==> src/rtl/rtc_sync_pkg.sv <==
// Shared constants for the sub-second timer: bus offsets, transfer channel
// indices, control and status bit positions.
package rtc_sync_pkg;

    localparam int AW     = 5;
    localparam int DW     = 32;
    localparam int CTRL_W = 4;
    localparam int NUM_CH = 7;

    localparam logic [AW-1:0] OFS_SUB  = 5'h00;
    localparam logic [AW-1:0] OFS_SEC  = 5'h04;
    localparam logic [AW-1:0] OFS_ASUB = 5'h08;
    localparam logic [AW-1:0] OFS_ASEC = 5'h0C;
    localparam logic [AW-1:0] OFS_CTRL = 5'h10;
    localparam logic [AW-1:0] OFS_STAT = 5'h14;
    localparam logic [AW-1:0] OFS_CLR  = 5'h18;

    // Channel order equals the busy-bit order in the status word.
    localparam int CH_SUB  = 0;
    localparam int CH_SEC  = 1;
    localparam int CH_ASUB = 2;
    localparam int CH_ASEC = 3;
    localparam int CH_CTRL = 4;
    localparam int CH_CSUB = 5;
    localparam int CH_CSEC = 6;

    localparam int CB_SUB_EN  = 0;
    localparam int CB_SEC_EN  = 1;
    localparam int CB_IRQ_SUB = 2;
    localparam int CB_IRQ_SEC = 3;

    localparam int SB_ERR  = 2;
    localparam int SB_ANY  = 3;
    localparam int SB_BUSY = 4;

    // Payload width carried by each transfer channel.
    function automatic int chan_w(int ch, int sub_w, int sec_w);
        case (ch)
            CH_SUB, CH_ASUB: return sub_w;
            CH_SEC, CH_ASEC: return sec_w;
            CH_CTRL:         return CTRL_W;
            default:         return 1;
        endcase
    endfunction

endpackage

==> src/rtl/rtc_xfer_chan.sv <==
// One write-transfer channel. The bus side captures the data and flips a
// request toggle. The slow side (stepping only on slow_tick) passes the toggle
// through two flops and applies the held data when it differs from the last
// acknowledged value. The acknowledge toggle returns through two bus flops.
// Assumes start is raised only while busy is low, so the hold register stays
// stable during a transfer.
module rtc_xfer_chan #(
    parameter int DW = 8
) (
    input  logic          clk,
    input  logic          rst_n,
    input  logic          slow_tick,
    input  logic          start,
    input  logic [DW-1:0] din,
    output logic          busy,
    output logic          apply,
    output logic [DW-1:0] dout
);
    logic          req_q;
    logic [DW-1:0] hold_q;
    logic          s1_q, s2_q, ack_q;
    logic          a1_q, a2_q;

    // Bus side: latch the payload and flip the request.
    always_ff @(posedge clk) begin
        if (!rst_n) begin
            req_q  <= 1'b0;
            hold_q <= '0;
        end else if (start) begin
            req_q  <= ~req_q;
            hold_q <= din;
        end
    end

    // Slow side: two-stage request synchronizer and acknowledge toggle.
    always_ff @(posedge clk) begin
        if (!rst_n) begin
            s1_q  <= 1'b0;
            s2_q  <= 1'b0;
            ack_q <= 1'b0;
        end else if (slow_tick) begin
            s1_q  <= req_q;
            s2_q  <= s1_q;
            ack_q <= s2_q;
        end
    end

    // Bus side: two-stage acknowledge synchronizer.
    always_ff @(posedge clk) begin
        if (!rst_n) begin
            a1_q <= 1'b0;
            a2_q <= 1'b0;
        end else begin
            a1_q <= ack_q;
            a2_q <= a1_q;
        end
    end

    assign apply = slow_tick & (s2_q ^ ack_q);
    assign busy  = req_q ^ a2_q;
    assign dout  = hold_q;

endmodule

==> src/rtl/rtc_bus_regs.sv <==
// Bus front end: decodes writes into transfer starts, refuses writes that hit
// a busy channel and records them in a sticky error flag, and builds the
// combinational read word. Assumes a single write per cycle.
module rtc_bus_regs
    import rtc_sync_pkg::*;
#(
    parameter int SUB_W = 15,
    parameter int SEC_W = 32
) (
    input  logic              clk,
    input  logic              rst_n,
    input  logic              bus_wr,
    input  logic [AW-1:0]     bus_addr,
    input  logic [1:0]        clr_bits,
    input  logic [NUM_CH-1:0] busy,
    input  logic [SUB_W-1:0]  sub_cnt,
    input  logic [SEC_W-1:0]  sec_cnt,
    input  logic [SUB_W-1:0]  sub_cmp,
    input  logic [SEC_W-1:0]  sec_cmp,
    input  logic [CTRL_W-1:0] ctrl,
    input  logic [1:0]        pend,
    output logic [NUM_CH-1:0] start,
    output logic              err,
    output logic [DW-1:0]     rdata
);
    logic [NUM_CH-1:0] want;
    logic              overlap;
    logic              stat_wr;

    // Map a write onto the channels it targets.
    always_comb begin
        want = '0;
        if (bus_wr) begin
            case (bus_addr)
                OFS_SUB:  want[CH_SUB]  = 1'b1;
                OFS_SEC:  want[CH_SEC]  = 1'b1;
                OFS_ASUB: want[CH_ASUB] = 1'b1;
                OFS_ASEC: want[CH_ASEC] = 1'b1;
                OFS_CTRL: want[CH_CTRL] = 1'b1;
                OFS_CLR: begin
                    want[CH_CSUB] = clr_bits[0];
                    want[CH_CSEC] = clr_bits[1];
                end
                default: ;
            endcase
        end
    end

    assign overlap = |(want & busy);
    assign start   = want & ~busy;
    assign stat_wr = bus_wr && (bus_addr == OFS_STAT);

    // Sticky overlap error, cleared by any status write.
    always_ff @(posedge clk) begin
        if (!rst_n)       err <= 1'b0;
        else if (stat_wr) err <= 1'b0;
        else if (overlap) err <= 1'b1;
    end

    // Read word selection with zero extension.
    always_comb begin
        rdata = '0;
        case (bus_addr)
            OFS_SUB:  rdata[SUB_W-1:0]   = sub_cnt;
            OFS_SEC:  rdata[SEC_W-1:0]   = sec_cnt;
            OFS_ASUB: rdata[SUB_W-1:0]   = sub_cmp;
            OFS_ASEC: rdata[SEC_W-1:0]   = sec_cmp;
            OFS_CTRL: rdata[CTRL_W-1:0]  = ctrl;
            OFS_STAT: begin
                rdata[1:0]               = pend;
                rdata[SB_ERR]            = err;
                rdata[SB_ANY]            = |busy;
                rdata[SB_BUSY +: NUM_CH] = busy;
            end
            default: ;
        endcase
    end

endmodule

==> src/rtl/rtc_count_core.sv <==
// Slow-domain state: both counters, both compare values, control and the
// pending flags. Everything moves only on slow_tick. An applied write
// overrides counting on its tick. Counting on a tick uses the control value
// held before that tick.
module rtc_count_core
    import rtc_sync_pkg::*;
#(
    parameter int SUB_W = 15,
    parameter int SEC_W = 32,
    parameter int WRAP  = 32767
) (
    input  logic              clk,
    input  logic              rst_n,
    input  logic              slow_tick,
    input  logic [NUM_CH-1:0] apply,
    input  logic [SUB_W-1:0]  d_sub,
    input  logic [SEC_W-1:0]  d_sec,
    input  logic [SUB_W-1:0]  d_sub_cmp,
    input  logic [SEC_W-1:0]  d_sec_cmp,
    input  logic [CTRL_W-1:0] d_ctrl,
    input  logic [1:0]        d_clr,
    output logic [SUB_W-1:0]  sub_cnt,
    output logic [SEC_W-1:0]  sec_cnt,
    output logic [SUB_W-1:0]  sub_cmp,
    output logic [SEC_W-1:0]  sec_cmp,
    output logic [CTRL_W-1:0] ctrl,
    output logic [1:0]        pend,
    output logic              irq
);
    localparam logic [SUB_W-1:0] WRAP_V = SUB_W'(WRAP);

    logic sub_top, sec_step, sub_hit, sec_hit;

    assign sub_top  = (sub_cnt >= WRAP_V);
    assign sec_step = ctrl[CB_SUB_EN] & ctrl[CB_SEC_EN] & sub_top;
    assign sub_hit  = (sub_cnt == sub_cmp);
    assign sec_hit  = (sec_cnt == sec_cmp);

    // Counter update: an applied write first, otherwise count if enabled.
    always_ff @(posedge clk) begin
        if (!rst_n) begin
            sub_cnt <= '0;
            sec_cnt <= '0;
        end else if (slow_tick) begin
            if (apply[CH_SUB])          sub_cnt <= d_sub;
            else if (ctrl[CB_SUB_EN])   sub_cnt <= sub_top ? '0 : sub_cnt + 1'b1;
            if (apply[CH_SEC])          sec_cnt <= d_sec;
            else if (sec_step)          sec_cnt <= sec_cnt + 1'b1;
        end
    end

    // Compare values and control load from their transfer channels.
    always_ff @(posedge clk) begin
        if (!rst_n) begin
            sub_cmp <= '0;
            sec_cmp <= '0;
            ctrl    <= '0;
        end else begin
            if (apply[CH_ASUB]) sub_cmp <= d_sub_cmp;
            if (apply[CH_ASEC]) sec_cmp <= d_sec_cmp;
            if (apply[CH_CTRL]) ctrl    <= d_ctrl;
        end
    end

    // Pending flags: set on a compare match, cleared by an applied clear.
    always_ff @(posedge clk) begin
        if (!rst_n) begin
            pend <= '0;
        end else if (slow_tick) begin
            pend[0] <= (apply[CH_CSUB] && d_clr[0]) ? 1'b0 : (pend[0] | sub_hit);
            pend[1] <= (apply[CH_CSEC] && d_clr[1]) ? 1'b0 : (pend[1] | sec_hit);
        end
    end

    assign irq = (pend[0] & ctrl[CB_IRQ_SUB]) | (pend[1] & ctrl[CB_IRQ_SEC]);

endmodule

==> src/rtl/rtc_subsec_timer.sv <==
// Top level of the sub-second timer. It builds one transfer channel per
// synchronized register, then connects the bus front end and the slow-domain
// core. Assumes SUB_W and SEC_W do not exceed the bus width.
module rtc_subsec_timer
    import rtc_sync_pkg::*;
#(
    parameter int SUB_W = 15,
    parameter int SEC_W = 32,
    parameter int WRAP  = 32767
) (
    input  logic          clk,
    input  logic          rst_n,
    input  logic          slow_tick,
    input  logic          bus_wr,
    input  logic [AW-1:0] bus_addr,
    input  logic [DW-1:0] bus_wdata,
    output logic [DW-1:0] bus_rdata,
    output logic          irq
);
    logic [NUM_CH-1:0] busy, start, apply;
    logic              err;
    logic [SUB_W-1:0]  sub_cnt, sub_cmp, d_sub, d_sub_cmp;
    logic [SEC_W-1:0]  sec_cnt, sec_cmp, d_sec, d_sec_cmp;
    logic [CTRL_W-1:0] ctrl, d_ctrl;
    logic [1:0]        pend, d_clr;

    // One transfer channel per synchronized register, sized to its payload.
    for (genvar g = 0; g < NUM_CH; g++) begin : g_chan
        localparam int W = chan_w(g, SUB_W, SEC_W);
        logic [W-1:0] din_w, dout_w;
        if (g == CH_CSUB || g == CH_CSEC) begin : g_flag
            assign din_w = 1'b1;
        end else begin : g_data
            assign din_w = bus_wdata[W-1:0];
        end
        rtc_xfer_chan #(.DW(W)) u_chan (
            .clk       (clk),
            .rst_n     (rst_n),
            .slow_tick (slow_tick),
            .start     (start[g]),
            .din       (din_w),
            .busy      (busy[g]),
            .apply     (apply[g]),
            .dout      (dout_w)
        );
    end

    assign d_sub     = g_chan[CH_SUB].dout_w;
    assign d_sec     = g_chan[CH_SEC].dout_w;
    assign d_sub_cmp = g_chan[CH_ASUB].dout_w;
    assign d_sec_cmp = g_chan[CH_ASEC].dout_w;
    assign d_ctrl    = g_chan[CH_CTRL].dout_w;
    assign d_clr     = {g_chan[CH_CSEC].dout_w, g_chan[CH_CSUB].dout_w};

    rtc_bus_regs #(.SUB_W(SUB_W), .SEC_W(SEC_W)) u_regs (
        .clk      (clk),
        .rst_n    (rst_n),
        .bus_wr   (bus_wr),
        .bus_addr (bus_addr),
        .clr_bits (bus_wdata[1:0]),
        .busy     (busy),
        .sub_cnt  (sub_cnt),
        .sec_cnt  (sec_cnt),
        .sub_cmp  (sub_cmp),
        .sec_cmp  (sec_cmp),
        .ctrl     (ctrl),
        .pend     (pend),
        .start    (start),
        .err      (err),
        .rdata    (bus_rdata)
    );

    rtc_count_core #(.SUB_W(SUB_W), .SEC_W(SEC_W), .WRAP(WRAP)) u_core (
        .clk       (clk),
        .rst_n     (rst_n),
        .slow_tick (slow_tick),
        .apply     (apply),
        .d_sub     (d_sub),
        .d_sec     (d_sec),
        .d_sub_cmp (d_sub_cmp),
        .d_sec_cmp (d_sec_cmp),
        .d_ctrl    (d_ctrl),
        .d_clr     (d_clr),
        .sub_cnt   (sub_cnt),
        .sec_cnt   (sec_cnt),
        .sub_cmp   (sub_cmp),
        .sec_cmp   (sec_cmp),
        .ctrl      (ctrl),
        .pend      (pend),
        .irq       (irq)
    );

endmodule

==> config.mk <==
export PLATFORM = sky130hd
export DESIGN_NAME = rtc_subsec_timer
export DESIGN_NICKNAME = d
export VERILOG_FILES = /design/src/rtl/rtc_sync_pkg.sv /design/src/rtl/rtc_xfer_chan.sv /design/src/rtl/rtc_bus_regs.sv /design/src/rtl/rtc_count_core.sv /design/src/rtl/rtc_subsec_timer.sv
export SDC_FILE = /design/constraint.sdc
export NUM_CORES = 1
export LEC_CHECK = 0
export BUFFER_PORTS_ARGS = -buffer_cell sky130_fd_sc_hd__buf_2
export CORE_MARGIN = 2
export CORE_UTILIZATION = 55
export DETAILED_ROUTE_END_ITERATION = 16
export GPL_TIMING_DRIVEN = 0
export PLACE_DENSITY = 0.76
export SYNTH_ARGS = -nofsm -noshare
export SYNTH_HDL_FRONTEND = slang
export SYNTH_SLANG_ARGS = --single-unit
==> constraint.sdc <==
create_clock -name clk -period 2.45 [get_ports clk]
set_clock_uncertainty 0.15 [all_clocks]
set_input_delay 0.3675 -clock clk [delete_from_list [all_inputs] [get_ports clk]]
set_output_delay 0.3675 -clock clk [all_outputs]
set_load 0.05 [all_outputs]
==> results.py <==
metrics = {
    "sta": {
        "finalMaxSlewViolations": 0,
        "holdWs_ps": 9.52,
        "setup_viol": 0,
        "max_freq_mhz": 415,
        "slew_headroom_pct": 45.9,
        "rsz0062_at_grt": "yes",
        "hold_viol_final": 0,
        "tightest_slew_ps": 811,
        "post-route-period-util_pct": 98.4,
        "period_needed_ps": 2410,
    },
    "cts": {
        "cts_max_level": 1,
        "insertion_delay_ps": 540,
        "clk_pin_slew_worst_paths_ps": 60,
        "numCtsBuffers": 26,
        "cts_buffer_depth": 3,
        "tritoncts": "built",
        "clock_sink_count": 243,
        "root_buffer": "clkbuf_16",
    },
    "setup_path": {
        "critical_path.max_stage_delay_ps": 450,
        "cp_slowest_cell": "or3_4",
        "reg2reg_slack_ps": 50,
        "crit_start": "bus_addr[3]",
        "path_cells": "buf_2 > or3_4 > nor2_4 > buf_12 > clkbuf_8 > nand2_1 > o211ai_1 > buf_4",
        "crit_type": "in2out",
        "required_ps": 1930,
        "cp-end-kind": "primary output",
        "path_max_fanout": 10,
        "r2r-start": "u_core.sub_cnt[9]",
        "critPathLaunchType": "input pin",
        "worstPathArrival_ps": 1890,
    },
    "synthesis": {
        "synthesis.nets": 1408,
        "synth_edf_count": 0,
        "ys_seq_elements": 243,
        "synthArstFlopShare_pct": 0,
        "avgSynthCellArea_um2": 8.09,
        "ys_types": 59,
        "netlist_area_um2": 11000,
        "seq_area_frac_synth_pct": 44.1,
        "ys.warnings.count": 0,
        "synthCells": 1365,
        "ys.flop_type": "dfxtp_1",
    },
    "die": {
        "fp.dieW_um": 146,
        "rows": 51,
        "io_pins": 74,
        "die-area_um2": 21200,
        "die_h_um": 146,
        "coreArea_um2": 19600,
        "initial_core_util_pct": 56.4,
    },
    "global_route": {
        "antenna_found_initial": 0,
        "grt_max_degree": 14,
        "grt_usage_pct": 35.4,
        "grt_pass1_vias": 10400,
        "grt_pass1_wl_mm": 58.5,
        "overflow": 0,
    },
    "routing": {
        "drt-total-wl_mm": 38.9,
        "viasPerCell": 6.19,
        "postRouteAntennaNets": 0,
        "drc": 0,
        "drtPass1Iterations": 5,
        "drt_iter0_drc": 1425,
        "via_count": 11000,
        "routedWlPerCell_um": 22.0,
    },
    "final_layout": {
        "final.fill_count": 1660,
        "final_layout_size_suffix_gt1_share_pct": 14.9,
        "final_util_pct": 67.8,
        "area_growth_pct": 20.2,
        "fin_nets": 1532,
        "antenna_cells": 0,
    },
    "place": {
        "port_buffers": 69,
        "hpwl_mm": 26.9,
        "place_congestion": 0.975,
    },
    "pwr": {
        "pwr-share-comb_pct": 4.5,
        "p_per_area_nw_per_um2": 614,
        "p_leak_nw": 4.93,
        "ir_worst_vdd_v": 0.000536,
        "seqPwrFrac_pct": 48.8,
        "power.internal_mw": 6.27,
        "switching_share_pct": 23.1,
        "p_switching_mw": 1.89,
        "clkPwrFrac_pct": 46.6,
    },
    "min_path": {
        "hp-start": "bus_wdata[11]",
        "worstHoldPathType": "in2reg",
    },
    "job": {
        "maxCapViolCount": 0,
    },
    "outcome": {
        "status": "finished, final reports clean",
    },
}
cell families (layout without fill, tap and decap cells):
group / Yosys count / in the layout / synth area share [%]
AND/OR/NAND/NOR: 548 / 548 / 22.7
AO/OA/AOI/OAI: 316 / 316 / 17.7
flip-flops: 243 / 243 / 44.1
buffers and inverters: 127 / 268 / 4.62
XOR/XNOR: 84 / 84 / 6.66
multiplexers: 45 / 45 / 4.08
adder cells (fa/ha/maj): 2 / 2 / 0.227
stage by stage:
step | setup slack [ps] | area, um2 | instances | setup TNS, ps | power, mW
final | 39.6 | 13300 | 1771 | 0 | 8.16
after CTS | 1.50 | 13100 | 1775 | 0 | 8.15
after global routing | -36.9 | 13300 | 1771 | -276 | 8.33
after global placement | -763 | 11800 | 1699 | -43140 | 4.37
after detailed placement | -754 | 11800 | 1699 | -44800 | 4.38
after floorplan | 16.6 | 11100 | 1365 | 0 | 4.21
cell type report:
class                           count  area (um2)  share of cell area, %
Buffer                            103         488                   3.68
Clock buffer                       38         776                   5.84
Clock inverter                      7        57.6                  0.434
Inverter                           14        52.6                  0.396
Multi-Input combinational cell    995        5940                   44.7
Sequential cell                   243        4880                   36.8
Tap cell                          265         332                   2.50
Timing Repair Buffer              106         753                   5.67
layout by cell type, fill, tap and decap left out, types with 6 or more instances in the layout:
master	instances
a211oi_1	6
xnor2_1	59
nand3_2	7
nor2_1	64
and2_1	24
inv_1	14
clkbuf_8	10
and4_1	9
a222oi_1	7
a22oi_1	32
buf_2	62
dlygate4sd3_1	19
a21oi_1	159
buf_4	35
a31oi_1	17
dfxtp_1	231
dfxtp_2	12
nor3_1	17
a311oi_1	8
a22o_1	20
nand2_2	8
o21ai_0	23
o22ai_1	8
nand4_1	30
xor2_1	16
clkbuf_16	26
mux2i_1	45
nor4_1	12
nand3_1	25
nand2_1	305
and3_1	16
clkbuf_4	15
clkbuf_1	71
cell usage after synthesis (2+ instances only):
cell type | instances | share of area (%)
nor4_1 | 15 | 0.85
buf_1 | 2 | 0.068
nand2_1 | 312 | 11
nor3_2 | 2 | 0.18
o211ai_1 | 5 | 0.34
o22ai_1 | 8 | 0.45
dfxtp_1 | 243 | 44
o21ai_0 | 24 | 1.1
xnor2_1 | 63 | 5.0
a31oi_1 | 17 | 0.96
a311oi_1 | 9 | 0.71
and4_1 | 9 | 0.71
o31ai_1 | 2 | 0.14
a222oi_1 | 7 | 0.63
a22o_1 | 20 | 1.6
clkbuf_1 | 90 | 3.1
a211oi_1 | 6 | 0.41
inv_1 | 14 | 0.48
buf_2 | 18 | 0.82
a21oi_1 | 161 | 7.3
and3_1 | 16 | 0.91
nand4_1 | 30 | 1.7
buf_4 | 3 | 0.20
or4_1 | 2 | 0.14
nand3_1 | 32 | 1.5
and2_1 | 24 | 1.4
o21a_1 | 4 | 0.27
a22oi_1 | 32 | 2.2
ha_1 | 2 | 0.23
o41ai_1 | 5 | 0.40
mux2i_1 | 45 | 4.1
o2111ai_1 | 3 | 0.24
o31a_1 | 2 | 0.16
nor3_1 | 19 | 0.86
nand3b_1 | 4 | 0.27
or3_1 | 5 | 0.28
nor2_1 | 66 | 2.2
a21boi_0 | 3 | 0.20
xor2_1 | 21 | 1.7
final timing paths:
| kind | endpoint | depth (start not counted) |
|---|---|---|
| worst max-delay path | bus_rdata[5] | 8 |
| worst min-delay path | g_chan[0].u_chan.dout[11] | 3 |
| worst max register to register | u_core.sec_cnt[15] | 8 |
| worst min register to register | g_chan[4].u_chan.a2_q | 1 |
layer usage:
layer / track usage, % / wire (um) / up-vias
li1: - / - / 5005
met1: 47.3 / 15300 / 5142
met2: 55.7 / 17100 / 655
met3: 7.18 / 4310 / 159
met4: 15.9 / 2230 / 0
met5: 0 / 0 / -
power by group through the flow:
stage	logic, mW	clock network, mW	registers [mW]
4_1_cts	0.346	3.82	3.98
2_1_floorplan	0.148	0	4.06
6_report	0.368	3.81	3.98
3_3_place_gp	0.305	0	4.07
3_5_place_dp	0.306	0	4.07
5_1_grt	0.380	3.97	3.98
registers in the layout, indices dropped and copies added, names as in the netlist, 7 cells and up:
name / cells
g_chan.u_chan.ack_q: 7
u_core.sub_cmp: 15
g_chan.u_chan.a1_q: 7
u_core.sub_cnt: 15
u_core.sec_cmp: 32
g_chan.u_chan.a2_q: 7
g_chan.u_chan.s1_q: 7
u_core.sec_cnt: 32
g_chan.u_chan.s2_q: 7
g_chan.u_chan.dout: 100
g_chan.u_chan.req_q: 7
worst max-delay path: cells and delay by family:
| kind | cells | cell delay (ps) |
|---|---|---|
| buffers and inverters | 4 | 680 |
| AO/OA/AOI/OAI | 1 | 170 |
| AND/OR/NAND/NOR | 3 | 670 |
timing repair:
item                                    CTS  global route
buffers inserted                         13             5
hold endpoints to repair                 38             0
endpoints found under the setup margin   60            57
gates resized for setup                  60            48
pin swaps                                 7             3
hold buffers                             19             0
(Power assumes the default switching activity.)
